File: config.mk
export PLATFORM = sky130hd
export DESIGN_NAME = dma_xfer_seq
export DESIGN_NICKNAME = d
export VERILOG_FILES = /design/src/rtl/dma_seq_pkg.sv /design/src/rtl/dma_req_hold.sv /design/src/rtl/dma_chan_ctl.sv /design/src/rtl/dma_prio_pick.sv /design/src/rtl/dma_xfer_seq.sv
export SDC_FILE = /design/constraint.sdc
export NUM_CORES = 1
export LEC_CHECK = 0
export CAP_MARGIN = 20
export CORE_MARGIN = 2
export CORE_UTILIZATION = 55
export DETAILED_ROUTE_END_ITERATION = 6
export PLACE_DENSITY = 0.8
export RECOVER_POWER = 100
export SLEW_MARGIN = 15
export SYNTH_ARGS = -nofsm -noshare
export SYNTH_HDL_FRONTEND = slang
export SYNTH_SLANG_ARGS = --single-unit
File: constraint.sdc
create_clock -name clk -period 6.5 [get_ports clk]
set_clock_uncertainty 0.2 [all_clocks]
set_input_delay 0.65 -clock clk [delete_from_list [all_inputs] [get_ports clk]]
set_output_delay 0.65 -clock clk [all_outputs]
set_load 0.02 [all_outputs]
File: src/rtl/dma_seq_pkg.sv
package dma_seq_pkg;
   typedef enum logic [1:0] {
      ST_IDLE  = 2'd0,
      ST_READ  = 2'd1,
      ST_WRITE = 2'd2
   } seq_st_e;

   localparam int CYC_IDLE_BIT  = 0;
   localparam int CYC_READ_BIT  = 1;
   localparam int CYC_WRITE_BIT = 2;
endpackage

File: src/rtl/dma_req_hold.sv
module dma_req_hold #(
   parameter int NUM_CH = 3
) (
   input  logic              clk,
   input  logic              rst_n,
   input  logic [NUM_CH-1:0] req_i,
   input  logic [NUM_CH-1:0] clr_i,
   output logic [NUM_CH-1:0] pend_o
);
   for (genvar g = 0; g < NUM_CH; g++) begin : g_slot
      logic held_q;
      always_ff @(posedge clk) begin
         if (!rst_n)         held_q <= 1'b0;
         else if (req_i[g])  held_q <= 1'b1;
         else if (clr_i[g])  held_q <= 1'b0;
      end
      assign pend_o[g] = held_q;
   end
endmodule

File: src/rtl/dma_chan_ctl.sv
module dma_chan_ctl #(
   parameter int NUM_CH = 3,
   parameter int CNT_W  = 8
) (
   input  logic              clk,
   input  logic              rst_n,
   input  logic [NUM_CH-1:0] me_set_i,
   input  logic [CNT_W-1:0]  cnt_init_i,
   input  logic              nmi_i,
   input  logic [NUM_CH-1:0] burst_i,
   input  logic [NUM_CH-1:0] dec_i,
   output logic [NUM_CH-1:0] me_nx_o,
   output logic [NUM_CH-1:0] me_q_o,
   output logic [NUM_CH-1:0] cnt_nz_o,
   output logic [NUM_CH-1:0] cnt_gt1_o
);
   localparam logic [CNT_W-1:0] ONE = CNT_W'(1);

   for (genvar g = 0; g < NUM_CH; g++) begin : g_ch
      logic             me_q;
      logic [CNT_W-1:0] cnt_q;
      logic             me_nx;

      assign me_nx = (me_q | me_set_i[g]) & ~(nmi_i & burst_i[g]);

      always_ff @(posedge clk) begin
         if (!rst_n) begin
            me_q  <= 1'b0;
            cnt_q <= '0;
         end else begin
            me_q <= me_nx;
            if (me_set_i[g])
               cnt_q <= cnt_init_i;
            else if (dec_i[g] && cnt_q != '0)
               cnt_q <= cnt_q - ONE;
         end
      end

      assign me_nx_o[g]   = me_nx;
      assign me_q_o[g]    = me_q;
      assign cnt_nz_o[g]  = (cnt_q != '0);
      assign cnt_gt1_o[g] = (cnt_q > ONE);
   end
endmodule

File: src/rtl/dma_prio_pick.sv
module dma_prio_pick #(
   parameter int NUM_CH = 3,
   localparam int CH_W  = $clog2(NUM_CH)
) (
   input  logic [NUM_CH-1:0] elig_i,
   output logic [NUM_CH-1:0] oh_o,
   output logic [CH_W-1:0]   idx_o,
   output logic              any_o
);
   always_comb begin
      oh_o  = '0;
      idx_o = '0;
      any_o = 1'b0;
      for (int i = NUM_CH - 1; i >= 0; i--) begin
         if (elig_i[i]) begin
            oh_o     = '0;
            oh_o[i]  = 1'b1;
            idx_o    = CH_W'(i);
            any_o    = 1'b1;
         end
      end
   end
endmodule

File: src/rtl/dma_xfer_seq.sv
module dma_xfer_seq
   import dma_seq_pkg::*;
#(
   parameter int NUM_CH = 3,
   parameter int CNT_W  = 8,
   localparam int CH_W  = $clog2(NUM_CH)
) (
   input  logic              clk,
   input  logic              rst_n,
   input  logic [NUM_CH-1:0] req_i,
   input  logic [NUM_CH-1:0] xfer_en_i,
   input  logic [NUM_CH-1:0] me_set_i,
   input  logic [NUM_CH-1:0] burst_i,
   input  logic [CNT_W-1:0]  cnt_init_i,
   input  logic              nmi_i,
   input  logic              ext_req_i,
   input  logic              sec_req_i,
   output logic [2:0]        cyc_o,
   output logic [CH_W-1:0]   act_ch_o,
   output logic              ext_gnt_o,
   output logic              sec_gnt_o,
   output logic [NUM_CH-1:0] me_o
);
   if (NUM_CH < 2)  begin : g_bad_ch  $error("NUM_CH must be at least 2");  end
   if (NUM_CH > 16) begin : g_big_ch  $error("NUM_CH must not exceed 16"); end
   if (CNT_W < 1)   begin : g_bad_cnt $error("CNT_W must be at least 1");   end

   seq_st_e           st_q, st_d;
   logic [CH_W-1:0]   act_q;
   logic [NUM_CH-1:0] bact_q;
   logic [NUM_CH-1:0] pend, me_nx, me_q, cnt_nz, cnt_gt1;
   logic [NUM_CH-1:0] elig, pick_oh, clr, dec, act_oh;
   logic [CH_W-1:0]   pick_idx;
   logic              pick_any, start, cont, stop_b;

   dma_req_hold #(.NUM_CH(NUM_CH)) u_hold (
      .clk(clk), .rst_n(rst_n), .req_i(req_i), .clr_i(clr), .pend_o(pend)
   );

   dma_chan_ctl #(.NUM_CH(NUM_CH), .CNT_W(CNT_W)) u_chan (
      .clk(clk), .rst_n(rst_n), .me_set_i(me_set_i), .cnt_init_i(cnt_init_i),
      .nmi_i(nmi_i), .burst_i(burst_i), .dec_i(dec),
      .me_nx_o(me_nx), .me_q_o(me_q), .cnt_nz_o(cnt_nz), .cnt_gt1_o(cnt_gt1)
   );

   assign elig = (pend | bact_q) & xfer_en_i & me_nx & (~burst_i | cnt_nz);

   dma_prio_pick #(.NUM_CH(NUM_CH)) u_pick (
      .elig_i(elig), .oh_o(pick_oh), .idx_o(pick_idx), .any_o(pick_any)
   );

   always_comb begin
      act_oh = '0;
      act_oh[act_q] = 1'b1;
      start  = (st_q == ST_IDLE) && pick_any && !ext_req_i;
      clr    = start ? pick_oh : '0;
      dec    = (st_q == ST_WRITE) ? (burst_i & act_oh) : '0;
      cont   = (st_q == ST_WRITE) && burst_i[act_q] && bact_q[act_q]
               && cnt_gt1[act_q] && me_nx[act_q] && xfer_en_i[act_q] && !ext_req_i;
      stop_b = (st_q == ST_WRITE) && !cont
               && (!cnt_gt1[act_q] || !me_nx[act_q] || !xfer_en_i[act_q]);
   end

   always_comb begin
      st_d = st_q;
      unique case (st_q)
         ST_IDLE:  if (start) st_d = ST_READ;
         ST_READ:  st_d = ST_WRITE;
         ST_WRITE: st_d = cont ? ST_READ : ST_IDLE;
         default:  st_d = ST_IDLE;
      endcase
   end

   always_ff @(posedge clk) begin
      if (!rst_n) begin
         st_q  <= ST_IDLE;
         act_q <= '0;
      end else begin
         st_q <= st_d;
         if (start) act_q <= pick_idx;
      end
   end

   for (genvar g = 0; g < NUM_CH; g++) begin : g_burst
      always_ff @(posedge clk) begin
         if (!rst_n)
            bact_q[g] <= 1'b0;
         else if (start && pick_oh[g])
            bact_q[g] <= burst_i[g];
         else if (stop_b && act_oh[g])
            bact_q[g] <= 1'b0;
         else
            bact_q[g] <= bact_q[g] & me_nx[g];
      end
   end

   always_comb begin
      cyc_o = '0;
      cyc_o[CYC_IDLE_BIT]  = (st_q == ST_IDLE);
      cyc_o[CYC_READ_BIT]  = (st_q == ST_READ);
      cyc_o[CYC_WRITE_BIT] = (st_q == ST_WRITE);
   end

   assign act_ch_o  = act_q;
   assign ext_gnt_o = (st_q == ST_IDLE) && ext_req_i;
   assign sec_gnt_o = (st_q == ST_IDLE) && !ext_req_i && !pick_any && sec_req_i;
   assign me_o      = me_q;
endmodule

---- Word-level counts from Yosys, hierarchy flattened ----
Index checks and enable logic that the tools add are counted.
word-level totals
  output and inout port bits .............. 10
  word-level logic and storage cells ...... 133
  flip-flop bits (word level) ............. 37
cells by class
  reductions and logical operators ........ 42
  eq/ne operators ......................... 3
  multiplexer cells ....................... 44
  add/sub/neg operators ................... 3
  bitwise operators ....................... 22
  order comparisons ....................... 5
operators with widths
  operator                                                                       count
  8-bit 2-to-1 mux                                                               6
  8-bit by 1-bit > comparator with 1-bit output (second input constant)          3
  1-bit logical AND                                                              24
  8-bit nonzero test                                                             3
  8-bit by 1-bit subtractor with 8-bit output (second input constant)            3
  1-bit 2-to-1 mux                                                               22
  3-bit 2-to-1 mux                                                               5
  3-bit bitwise AND                                                              4
  2-bit nonzero test                                                             6
  1-bit binary-select mux with 2-bit select                                      5
  1-bit bitwise AND                                                              9
  2-bit 2-to-1 mux                                                               4
  1-bit logical NOT                                                              6
  3-bit bitwise OR                                                               2
  2-bit case mux with 3 select lines                                             1
  2-bit by 3-bit less-than comparator with 1-bit output (second input constant)  1
  1-bit inverter                                                                 3
  3-bit inverter                                                                 1
  1-bit bitwise OR                                                               3
  1-bit demux with 2-bit select                                                  1
  2-bit by 1-bit equality test with 1-bit output (second input constant)         1
  2-bit equality test (second input constant)                                    1
  2-bit by 1-bit >= comparator with 1-bit output (second input constant)         1
  2-bit logical NOT                                                              1
  other kinds (2)                                                                3

---- Depth between registers and ports, before layout ----
Gate-level depths: netlist of run 1.
  depth in word-level cells ............... 14
  gate-level depth with buffers ........... 7

---- Modules after synthesis ----
From an unflattened synthesis of run 1, not the netlist that was laid out.
second synthesis, totals
  cell total of the unflattened synthesis .. 285
  area, all modules ....................... 2,368.5 µm²
modules (own cells, without submodules)
  module         cells an instance  area an instance (µm²)  times used
  dma_chan_ctl   200                1,624.1                 1
  dma_xfer_seq   67                 555.5                   1
  dma_req_hold   12                 146.4                   1
  dma_prio_pick  6                  42.5                    1

---- Least setup slack after synthesis of run 1 ----
No wires, ideal clock.
  path type ............................... flip-flop to output port
  from .................................... register u_chan.g_ch[2].cnt_q[0]
  to ...................................... output sec_gnt_o
  data arrival time ....................... 2.061 ns
  path buffers ............................ 0
  cell stages (with the launch flop) ...... 7
  data required time ...................... 5.650 ns
  setup slack ............................. 3.589 ns
  path through ............................ dfxtp_1 -> inv_1 -> ha_1 -> or4b_1 -> nor3_1 -> nor2_1 -> nor4_1
on the way
  longest elaborated chain between the ends .. 9
ends and longest elaborated chain
  what                            line                 text
  start, declared                 dma_chan_ctl.sv:21   logic [CNT_W-1:0] cnt_q;
  start signal, assigned          dma_chan_ctl.sv:33   cnt_q <= cnt_init_i;
  start signal, assigned          dma_chan_ctl.sv:35   cnt_q <= cnt_q - ONE;
  8-bit nonzero test              dma_chan_ctl.sv:41   assign cnt_nz_o[g] = (cnt_q != '0);
  3-bit bitwise OR                dma_xfer_seq.sv:46   assign elig = (pend | bact_q) & xfer_en_i & me_nx & (~burst_i | cnt_nz);
  3-bit bitwise AND               dma_xfer_seq.sv:46
  1-bit 2-to-1 mux (3 in a row)   dma_prio_pick.sv:15  if (elig_i[i]) begin
  1-bit logical NOT               dma_xfer_seq.sv:106  assign sec_gnt_o = (st_q == ST_IDLE) && !ext_req_i && !pick_any && sec_req_i;
  1-bit logical AND (2 in a row)  dma_xfer_seq.sv:106
  end, declared                   dma_xfer_seq.sv:21   output logic sec_gnt_o,
Every way passes these cells.

---- Worst setup path in the final report of run 1 ----
  from .................................... input me_set_i[0]
  to ...................................... output sec_gnt_o
on the way
  longest elaborated chain between the ends .. 8
ends and longest elaborated chain
  what                            line                 text
  start, declared                 dma_xfer_seq.sv:12   input logic [NUM_CH-1:0] me_set_i,
  1-bit bitwise OR                dma_chan_ctl.sv:24   assign me_nx = (me_q | me_set_i[g]) & ~(nmi_i & burst_i[g]);
  1-bit bitwise AND               dma_chan_ctl.sv:24
  3-bit bitwise AND (2 in a row)  dma_xfer_seq.sv:46
  1-bit 2-to-1 mux                dma_prio_pick.sv:15
  1-bit logical NOT               dma_xfer_seq.sv:106
  1-bit logical AND (2 in a row)  dma_xfer_seq.sv:106
Every way passes these cells.

==> out/metrics.yaml, run 1 <==
cts_resized: 0
routabilityCongestion: 0.786
rsz0062_at_grt: "no"
fill_cells: 365
drt_iter0_drc: 123
synthMuxAreaShare_pct: 0.445
port_buffers: 34
num_antenna_cells: 0
grt_pass1_vias: 1900
routed-wl-met2_um: 2710
min_period_ns: 3.82
grt_pass1_wl_um: 8800
synth-edff-count: 0
drt-pass1-iter-count: 4
dp_hpwl_um: 3960
async_flop_share_pct: 0
slew_viol_final: 41
clock.fmax_mhz: 262
cts_buffers: 5
clk_pin_slew_worst_paths_ns: 0.07
met3WireLength_um: 251
critPathCaptureType: "primary output"
clockBufferDepth: 2
synth-adder-area-share_pct: 5.00
cp-start-kind: "primary input"
htreeDepth: 2
syn_to_final_growth_pct: 18.2
ant_nets: 0
worst_slew_pin_slew_ns: 1.54
syn_area_sq_um: 2250
setup_tns_ns: 0
violations: "capacitance limit, slew limit"
relSlewSlack_pct: -2.95
track_usage_pct: 25.7
drive_gt1_share_pct: 5.80
post-cts-setup-buffers: 0
clock_sinks: 37
syn_avg_cell_area_sq_um: 8.43
yosys-top-cells-count: "37 x dfxtp_1, 22 x a21oi_1, 20 x o21ai_0, 15 x inv_1"
hold_buffers: 0
hold_path_class: "reg2reg"
power_per_cell_area_nw_per_um2: 195
synth_xor_area_share_pct: 7.39
fin_crit_sh_pct: 58.8
synth-seq-cells: 37
cts_tree: "done"
synthCells: 267
worstSkewPairLatency_ns: 0.29
worstPathMaxFanout: 8
yosys_most_used_dff: "dfxtp_1"
arrival_ns: 2.97
syn-num-nets: 301
placed_cells: 336
cp_data_required_time_ns: 5.65
die_w_um: 68.0
yosysSeqAreaShare_pct: 32.9
yosysTopAreaCell: "dfxtp_1"
dieArea_sq_um: 4620
yosys-top-cells-area: "dfxtp_1 33%, ha_1 5.0%, a21oi_1 4.9%, o21ai_0 4.4%, xnor2_1 4.3%"
num_io_pins: 35
fp.dieH_um: 68.0
drv_cap: 1
outcome: "complete, but fails checks"
overflow: 0
ir_drop_v: 0.000116
drcViolationCount: 0
totalWireLength_um: 5470
criticalPathCategory: "in2out"
core_area_sq_um: 3970
power_leakage_nw: 1.08
fp-row-count: 23
yosys.cell_types.count: 53
synth_compound_area_share_pct: 26.6
vias_per_cell: 5.89
start_util_pct: 56.7
yosysMostFrequentCell: "dfxtp_1"
grt_max_degree: 41
synth-simple-area-share_pct: 21.5
vias: 2019
hold_viol_final: 0
layoutNonFillerInstCount: 343
synth_top_area_share_pct: 32.9
synth_top_family_by_area: "compound AO/OA/AOI/OAI gates"
wl_per_cell_um: 16.0
yosysWarningCount: 0
postPlaceCellArea_sq_um: 2580
drt-met1-wl_um: 2450
fin_nets: 327
top_layer_used: "met4"
setup_viol: 0
antenna_found_initial: 0
final_cell_area_sq_um: 2660
root_buffer: "clkbuf_8"
metal layers:
layer,up-vias,global-route usage [%]
met3,6,5.26
met5,-,0
met2,53,45.3
met4,0,8.00
met1,932,31.3
li1,1028,-
layout by cell type, fill, tap and decap left out, drive strengths merged, types with 4 or more instances in the layout:
cell type	instances
dfxtp	37
clkbuf	8
and2	4
nand2	14
o21ai	21
o211ai	7
dlygate4sd3	12
nor4	8
clkdlybuf4s50	22
a21oi	22
nor3	14
nor2	10
inv	15
xnor2	11
xor2	8
ha	9
a21boi	5
nand2b	7
o21a	5
o2111ai	4
o211a	6
per-stage QoR:
stage	worst slack, ns	utilization, %	hold WS (ns)	total power (W)
global route	2.53	67.0	0.371	0.000547
global placement	2.92	64.9	0.303	0.000359
floorplan	3.59	-	0.277	0.000325
detailed placement	2.86	64.9	0.303	0.000362
CTS	2.86	67.1	0.313	0.000524
finish	2.68	67.0	0.317	0.000518
sequential cells by signal (all words and copies together), names as in the netlist:
name and cells:
act_ch_o 2, bact_q 3, st_q 2, u_chan.g_ch.cnt_q 24, u_chan.g_ch.me_q 3, u_hold.g_slot.held_q 3
cell families (layout without fill, tap and decap cells):
| family | Yosys count | count (layout) |
|---|---|---|
| AO/OA/AOI/OAI | 87 | 87 |
| XOR/XNOR | 19 | 19 |
| adder cells (fa/ha/maj) | 9 | 9 |
| flip-flops | 37 | 37 |
| AND/OR/NAND/NOR | 83 | 83 |
| buffers and inverters | 31 | 57 |
| multiplexers | 1 | 1 |
critical path, cell delays in order:
cell and delay (ns):
dlygate4sd3_1 0.62, a2bb2oi_1 0.32, o211ai_1 0.19, nor2_1 0.41, nor4_1 0.11, dlygate4sd3_1 0.67
power by group:
group | switching (W) | total, W | internal [W]
logic | 0.0000542 | 0.000102 | 0.0000475
registers | 0.0000146 | 0.000255 | 0.000241
clock network | 0.0000772 | 0.000161 | 0.0000841
total | 0.000146 | 0.000518 | 0.000372
layout make-up:
| type | count | area [sq um] | share of cell area, % |
|---|---|---|---|
| sequential | 37 | 741 | 27.8 |
| clock buffer | 7 | 86.3 | 3.24 |
| inverter | 15 | 56.3 | 2.12 |
| tap | 50 | 62.6 | 2.35 |
| multi-input combinational | 199 | 1370 | 51.5 |
| timing repair buffer | 35 | 344 | 12.9 |
worst paths after layout:
path / cells past startpoint / from / slack, ns / to
min reg2reg: 2 / bact_q[2]$_SDFF_PN0_ / 0.32 / bact_q[2]$_SDFF_PN0_
max reg2reg: 7 / u_chan.g_ch[0].cnt_q[0]$_SDFFE_PN0P_ / 4.04 / u_chan.g_ch[0].cnt_q[3]$_SDFFE_PN0P_
min: 2 / bact_q[2]$_SDFF_PN0_ / 0.32 / bact_q[2]$_SDFF_PN0_
max: 6 / me_set_i[0] / 2.68 / sec_gnt_o
(Power assumes the default switching activity.)
==> run 2, diff against run 1 <==
--- a/config.mk
+++ b/config.mk
@@ -7,9 +7,9 @@
 export LEC_CHECK = 0
 export CAP_MARGIN = 20
 export CORE_MARGIN = 2
-export CORE_UTILIZATION = 55
+export CORE_UTILIZATION = 54
 export DETAILED_ROUTE_END_ITERATION = 6
-export PLACE_DENSITY = 0.8
+export PLACE_DENSITY = 0.79
 export RECOVER_POWER = 100
 export SLEW_MARGIN = 15
 export SYNTH_ARGS = -nofsm -noshare
==> constraint.sdc (replaced) <==
create_clock -name clk -period 3.6 [get_ports clk]
set_clock_uncertainty 0.2 [all_clocks]
set_input_delay 0.36 -clock clk [delete_from_list [all_inputs] [get_ports clk]]
set_output_delay 0.36 -clock clk [all_outputs]
set_load 0.02 [all_outputs]
==> run 2 against run 1 <==
  * The flow still finishes with violations (capacitance limit, slew limit)
  * Global-route usage down 1.6 points
  * Core utilization is 0.64 points lower
  * Sequential share of layout area increased by 0.066 points
  * Critical path depth is 1 higher
  * Flip-flop and latch count did not move
  * Hold slack better by 0.0035 ns
  * Sequential power rose by 80%
  * Total power grew 81%
  * Die area increased by 1.7%
  * Critical path type is now reg2out
  * Largest cell class unchanged
==> out/metrics.yaml, run 2 (same netlist as run 1, synthesis figures left out) <==
outcome: "complete, but fails checks"
violations: "capacitance limit, slew limit"
largest_register: "u_chan.g_ch.cnt_q"
track_usage_pct: 24.1  # -1.6 points
final_util_pct: 66.4  # -0.64 points
wl_per_cell_um: 15.3  # -4.1%
fill_cells: 355  # -2.7%
arrival_ns: 2.80  # -0.17 ns
grt_pass1_wl_um: 8380  # -4.7%
post-cts-setup-buffers: 0  # unchanged
root_buffer: "clkbuf_8"
routed-wl-met2_um: 2380  # -12%
relSlewSlack_pct: -7.97  # -5.0 points
rsz0062_at_grt: "no"
met3WireLength_um: 283  # +13%
power_per_cell_area_nw_per_um2: 353  # +81%
start_util_pct: 56.3  # -0.41 points
core_area_sq_um: 4000  # +0.72%
cp_data_required_time_ns: 3.04  # -2.61 ns
final_common_cell: "dfxtp_1"
reg2reg_slack_ns: 0.39  # -3.65 ns
hold_viol_final: 0  # unchanged
drt-met1-wl_um: 2520  # +2.8%
fin_crit_sh_pct: 93.4
drive_gt1_share_pct: 5.76  # -0.039 points
overflow: 0  # unchanged
r2r_end: "u_chan.g_ch[1].cnt_q[2]$_SDFFE_PN0P_"
setup_tns_ns: 0  # unchanged
grt_max_degree: 33  # -20%
cp-start-kind: "flop"
grt_pass1_vias: 1790  # -5.8%
clock.fmax_mhz: 297
fin_nets: 329  # +0.61%
antenna_found_initial: 0  # unchanged
dp_hpwl_um: 3940  # -0.44%
num_antenna_cells: 0  # unchanged
clockBufferDepth: 2  # unchanged
totalWireLength_um: 5280  # -3.5%
cts_tree: "done"
largest_reg_flops: 24  # unchanged
fp-row-count: 23  # unchanged
ant_nets: 0  # unchanged
critPathCaptureType: "primary output"
die_w_um: 68.6  # +0.86%
criticalPathCategory: "reg2out"
drcViolationCount: 0  # unchanged
vias_per_cell: 5.93  # +0.80%
dieArea_sq_um: 4700  # +1.7%
holdPathEnd: "bact_q[2]$_SDFF_PN0_"
timing.rr.start: "u_chan.g_ch[1].cnt_q[2]$_SDFFE_PN0P_"
cts_buffers: 5  # unchanged
worstRegToRegCells: 5  # -2
top_layer_used: "met4"
ir_drop_v: 0.000244  # +110%
routabilityCongestion: 0.835  # +6.2%
syn_to_final_growth_pct: 18.0
clock_sinks: 37  # unchanged
port_buffers: 34  # unchanged
clk_pin_slew_worst_paths_ns: 0.07  # about the same
vias: 2047  # +1.4%
worstSkewPairLatency_ns: 0.29  # about the same
power_leakage_nw: 1.09  # +0.69%
hold_start: "bact_q[2]$_SDFF_PN0_"
finalPower_w: 0.000936  # +81%
hold_path_class: "reg2reg"
fp.dieH_um: 68.6  # +0.86%
min_period_ns: 3.36
htreeDepth: 2  # unchanged
hold_buffers: 0  # unchanged
num_io_pins: 35  # unchanged
setup_viol: 0  # unchanged
worstHoldPathCells: 2  # unchanged
drv_cap: 1  # unchanged
drt_iter0_drc: 147  # +20%
cts_resized: 0  # unchanged
worst_slew_pin_slew_ns: 1.60  # +0.0551 ns
drt-pass1-iter-count: 4  # unchanged
worstPathMaxFanout: 5  # -3
layout_common_cells: "37 x dfxtp_1, 22 x a21oi_1, 22 x clkdlybuf4s50_1"
slew_viol_final: 10  # -76%
==> run 2: cell count changes in the layout (fill, tap and decap cells not counted) <==
cell,delta
buf_4,+2
and2_0,+1
and2_1,-1
o21ai_0,-1
o21ai_1,+1
o311ai_0,+1
o311ai_4,-1
or2_0,+1
or2_1,-1
or4_1,+1
or4_4,-1
==> run 2: worst max-delay path by stage <==
stage | start | endpoint | slack (ns) | cells after the start
finish | u_chan.g_ch[2].cnt_q[0]$_SDFFE_PN0P_ | sec_gnt_o | 0.24 | 7
global route | u_chan.g_ch[2].cnt_q[0]$_SDFFE_PN0P_ | sec_gnt_o | 0.08 | 7
CTS | u_chan.g_ch[2].cnt_q[0]$_SDFFE_PN0P_ | sec_gnt_o | 0.30 | 7
detailed placement | burst_i[0] | sec_gnt_o | 0.56 | 6
global placement | burst_i[0] | sec_gnt_o | 0.59 | 6
floorplan | u_chan.g_ch[2].cnt_q[0]$_SDFFE_PN0P_ | sec_gnt_o | 0.98 | 6
==> run 2: cell type report <==
class / instances / area (sq um) / share of cell area (%)
clock buffers: 7 / 86.3 / 3.25
inverters: 15 / 56.3 / 2.12
multi-input cells: 199 / 1350 / 50.8
flip-flops and latches: 37 / 741 / 27.9
well taps: 50 / 62.6 / 2.36
repair buffers: 37 / 359 / 13.5
==> run 2: worst max-delay path: stages (launching register included) <==
cell and delay (ns):
dfxtp_1 0.33, inv_1 0.11, ha_1 0.16, or4b_1 0.50, nor3_1 0.27, nor2_1 0.14
nor4_1 0.29, dlygate4sd3_1 0.71
==> run 2: stage by stage <==
step	setup slack (ns)	std cells	hold WS (ns)	instance area (sq um)
3_3_place_gp	0.595	338	0.299	2590
2_1_floorplan	0.979	267	0.277	2250
4_1_cts	0.301	345	0.320	2680
5_1_grt	0.0783	345	0.359	2660
6_report	0.238	345	0.321	2660
3_5_place_dp	0.559	338	0.311	2590
==> run 2: power by group <==
part / switching (W) / internal [W] / leakage (nW)
logic: 0.0000962 / 0.0000859 / 0.736
registers: 0.0000250 / 0.000435 / 0.306
clock network: 0.000143 / 0.000152 / 0.0443
==> run 2: layer usage <==
layer  up-vias  track usage, %
li1       1035               -
met1       937            32.6
met2        67            38.3
met3         8            4.06
met4         0            9.00
met5         -               0
==> run 3, diff against run 2 <==
--- a/config.mk
+++ b/config.mk
@@ -10,8 +10,8 @@
 export CORE_UTILIZATION = 54
 export DETAILED_ROUTE_END_ITERATION = 6
 export PLACE_DENSITY = 0.79
-export RECOVER_POWER = 100
 export SLEW_MARGIN = 15
 export SYNTH_ARGS = -nofsm -noshare
 export SYNTH_HDL_FRONTEND = slang
+export SYNTH_HIERARCHICAL = 1
 export SYNTH_SLANG_ARGS = --single-unit
==> run 3 against run 2 <==
  * The run now ends clean
  * Sequential power is essentially flat
  * Non-clock buffer count grew 3
  * Final cell count grew 5.5%
  * Total power grew 2.0%
  * Global-route usage shrank 0.87 points
  * Synthesized cell count grew 6.7%
  * Critical path type unchanged
  * Critical endpoint unchanged
==> out/metrics.yaml, run 3 <==
cts_tree: "done"
fin_nets: 346  # +5.2%
synthCells: 285  # +6.7%
num_io_pins: 35  # unchanged
worstSkewPairLatency_ns: 0.29  # about the same
core_area_sq_um: 4290  # +7.4%
worst_slew_pin_slew_ns: 0.818  # -0.781 ns
start_util_pct: 55.2  # -1.1 points
clock.fmax_mhz: 319  # +7.2%
wl_per_cell_um: 15.1  # -1.5%
grt_max_degree: 24  # -27%
fp.dieH_um: 70.2  # +2.4%
vias_per_cell: 5.84  # -1.5%
yosysSeqAreaShare_pct: 31.3  # -1.6 points
hold_path_class: "reg2reg"
num_antenna_cells: 0  # unchanged
hold_start: "u_chan/g_ch[1].cnt_q[4]$_SDFFE_PN0P_"
hold_viol_final: 0  # unchanged
grt_pass1_wl_um: 9160  # +9.2%
seq_power_share_pct: 48.2  # -0.9 points
clock_sinks: 37  # unchanged
yosys_most_used_dff: "dfxtp_1"
cp_data_required_time_ns: 3.04  # about the same
yosys-top-cells-count: "37 x dfxtp_1, 29 x a21oi_1, 19 x o21ai_0, 18 x nor2_1, 16 x inv_1"
grt_util_met2_pct: 37.7  # -0.61 points
use_met3_pct: 3.90  # -0.16 points
synth-seq-cells: 37  # unchanged
yosysWarningCount: 6  # +6
critPathCaptureType: "primary output"
synth_top_area_share_pct: 31.3  # -1.6 points
power_per_cell_area_nw_per_um2: 344  # -2.5%
gr-usage-met1_pct: 30.0  # -2.6 points
setup_viol: 0  # unchanged
outcome: "finished, final reports clean"
antenna_found_initial: 0  # unchanged
syn_avg_cell_area_sq_um: 8.31  # -1.4%
holdPathEnd: "u_chan/g_ch[1].cnt_q[4]$_SDFFE_PN0P_"
pwr-share-comb_pct: 20.8  # +1.4 points
drcViolationCount: 0  # unchanged
htreeDepth: 2  # unchanged
finalPower_w: 0.000955  # +2.0%
die_w_um: 70.2  # +2.4%
worstRegToRegCells: 10  # +5
largest_register: "u_chan/g_ch.cnt_q"
crit_path_cell_trace: "or4_4 -> nor3_1 -> inv_1 -> inv_1 -> a21oi_1 -> or3_1 -> nor2_1 -> and3_1 -> dlymetal6s2s_1"
routabilityCongestion: 0.892  # +6.9%
drt-pass1-iter-count: 4  # unchanged
clockBufferDepth: 2  # unchanged
cpPeakStageDelay_ns: 0.58  # -0.13 ns
slew_viol_final: 0  # -10
critPathLaunch: "u_chan/g_ch[2].cnt_q[2]$_SDFFE_PN0P_"
setup_tns_ns: 0  # unchanged
root_buffer: "clkbuf_8"
r2r_end: "bact_q[1]$_SDFF_PN0_"
worstHoldPathCells: 2  # unchanged
internal_power_w: 0.000683  # +1.6%
p_sw_share_pct: 28.4  # +0.27 points
yosys-top-cells-area: "dfxtp_1 31%, a21oi_1 6.1%, ha_1 4.8%, xnor2_1 4.4%, buf_4 4.1%"
syn_area_sq_um: 2370  # +5.2%
syn_to_final_growth_pct: 17.2
ir_drop_v: 0.000240  # -1.6%
port_buffers: 34  # unchanged
fp-row-count: 24  # +4.3%
drive_gt1_share_pct: 8.33  # +2.6 points
largest_reg_flops: 24  # unchanged
crit_top_cell: "inv_1"
synth-edff-count: 0  # unchanged
ant_nets: 0  # unchanged
cts_buffers: 5  # unchanged
track_usage_pct: 23.2  # -0.87 points
overflow: 0  # unchanged
vias: 2127  # +3.9%
drv_cap: 0  # -1
final_common_cell: "dfxtp_1"
fin_crit_sh_pct: 87.1  # -6.2 points
async_flop_share_pct: 0  # unchanged
totalWireLength_um: 5490  # +3.9%
clockPowerShare_pct: 31.0  # -0.5 points
worstPathMaxFanout: 6  # +1
min_period_ns: 3.14  # -0.225 ns
layout_common_cells: "37 x dfxtp_1, 33 x clkdlybuf4s50_1, 29 x a21oi_1"
clk_pin_slew_worst_paths_ns: 0.07  # about the same
netSwitchingPower_w: 0.000272  # +2.9%
dp_hpwl_um: 4090  # +3.8%
reg2reg_slack_ns: 0.66  # +0.27 ns
grt.busiest_layer: "met2"
cp-start-kind: "flop"
criticalPathCategory: "reg2out"
dieArea_sq_um: 4930  # +4.9%
relSlewSlack_pct: 44.9  # +53 points
yosysMostFrequentCell: "dfxtp_1"
rsz0062_at_grt: "no"
grt_pass1_vias: 2020  # +13%
yosysTopAreaCell: "dfxtp_1"
yosys.cell_types.count: 53  # unchanged
crit_slowest_cell: "or4_4"
timing.rr.start: "u_chan/g_ch[2].cnt_q[2]$_SDFFE_PN0P_"
fill_cells: 362  # +2.0%
syn-num-nets: 319  # +6.0%
power_leakage_nw: 1.03  # -5.0%
drt_iter0_drc: 164  # +12%
arrival_ns: 2.58  # -0.22 ns
## run 3: cell count changes in the layout (fill, tap and decap cells not counted), sizes merged, moves of 7 or more
cell / previous run / this run
dlygate4sd3: 12 / 0
clkdlybuf4s50: 22 / 33
a211oi: 1 / 9
nor2: 10 / 18
a21oi: 22 / 29
nand3: 3 / 10
xor2: 8 / 1
## run 3: power by group through the flow
stage / Combinational, W / Clock, W / Sequential, W
2_1_floorplan: 0.000132 / 0 / 0.000462
3_3_place_gp: 0.000194 / 0 / 0.000467
3_5_place_dp: 0.000197 / 0 / 0.000468
4_1_cts: 0.000198 / 0.000301 / 0.000459
5_1_grt: 0.000219 / 0.000316 / 0.000463
6_report: 0.000199 / 0.000296 / 0.000460
## run 3: worst max-delay path by stage
stage,depth (start not counted),end,slack (ns)
after global placement,9,sec_gnt_o,0.45
after floorplan,9,bact_q[0]$_SDFF_PN0_,1.01
after global routing,9,sec_gnt_o,0.31
final,9,sec_gnt_o,0.46
after CTS,9,sec_gnt_o,0.06
after detailed placement,9,sec_gnt_o,0.39
## run 3: area by class of cell
cell class                 count  area [sq um]  area share, %
inverter                      16          60.1           2.16
tap                           52          65.1           2.34
clock buffer                   7          86.3           3.11
multi-input combinational    212          1440           51.7
timing repair buffer          40           388           14.0
sequential                    37           741           26.7
## run 3: routing by layer
layer,part of all wire (%),up-vias,wire [um]
met5,0,-,0
met4,2.1,0,114
met3,4.0,11,219
met2,47,46,2570
met1,47,986,2590
li1,-,1084,-
## run 3: repair_timing
action / 4_1_cts / 5_1_grt
hold buffers: 0 / 0
setup endpoints to repair: 0 / 1
endpoints found under the hold margin: 0 / 0
setup buffers: 0 / 0
gates resized for setup: 0 / 1
## run 3: critical path: cells and delay by family (launching register included)
kind	cells	cell delay, ns
AND/OR/NAND/NOR	5	1.52
flip-flops	1	0.36
buffers and inverters	3	0.32
AO/OA/AOI/OAI	1	0.07
## run 3: logic make-up after synthesis
kind of cell / share of synthesized area [%]
flops: 31.3
mux: 2.54
buf+inv: 8.08
compound gates: 21.4
simple gates: 27.1
fa+ha+maj: 4.75
xor+xnor: 4.81
## run 3: metrics by stage
stage	hold WS, ns	cells	worst slack, ns	util [%]	area (sq um)
after CTS	0.308	364	0.0632	64.6	2770
after global placement	0.290	357	0.451	62.6	2690
after global routing	0.327	364	0.313	64.7	2780
after detailed placement	0.298	357	0.390	62.6	2690
final	0.312	364	0.463	64.7	2780
after floorplan	0.267	285	1.01	-	2370
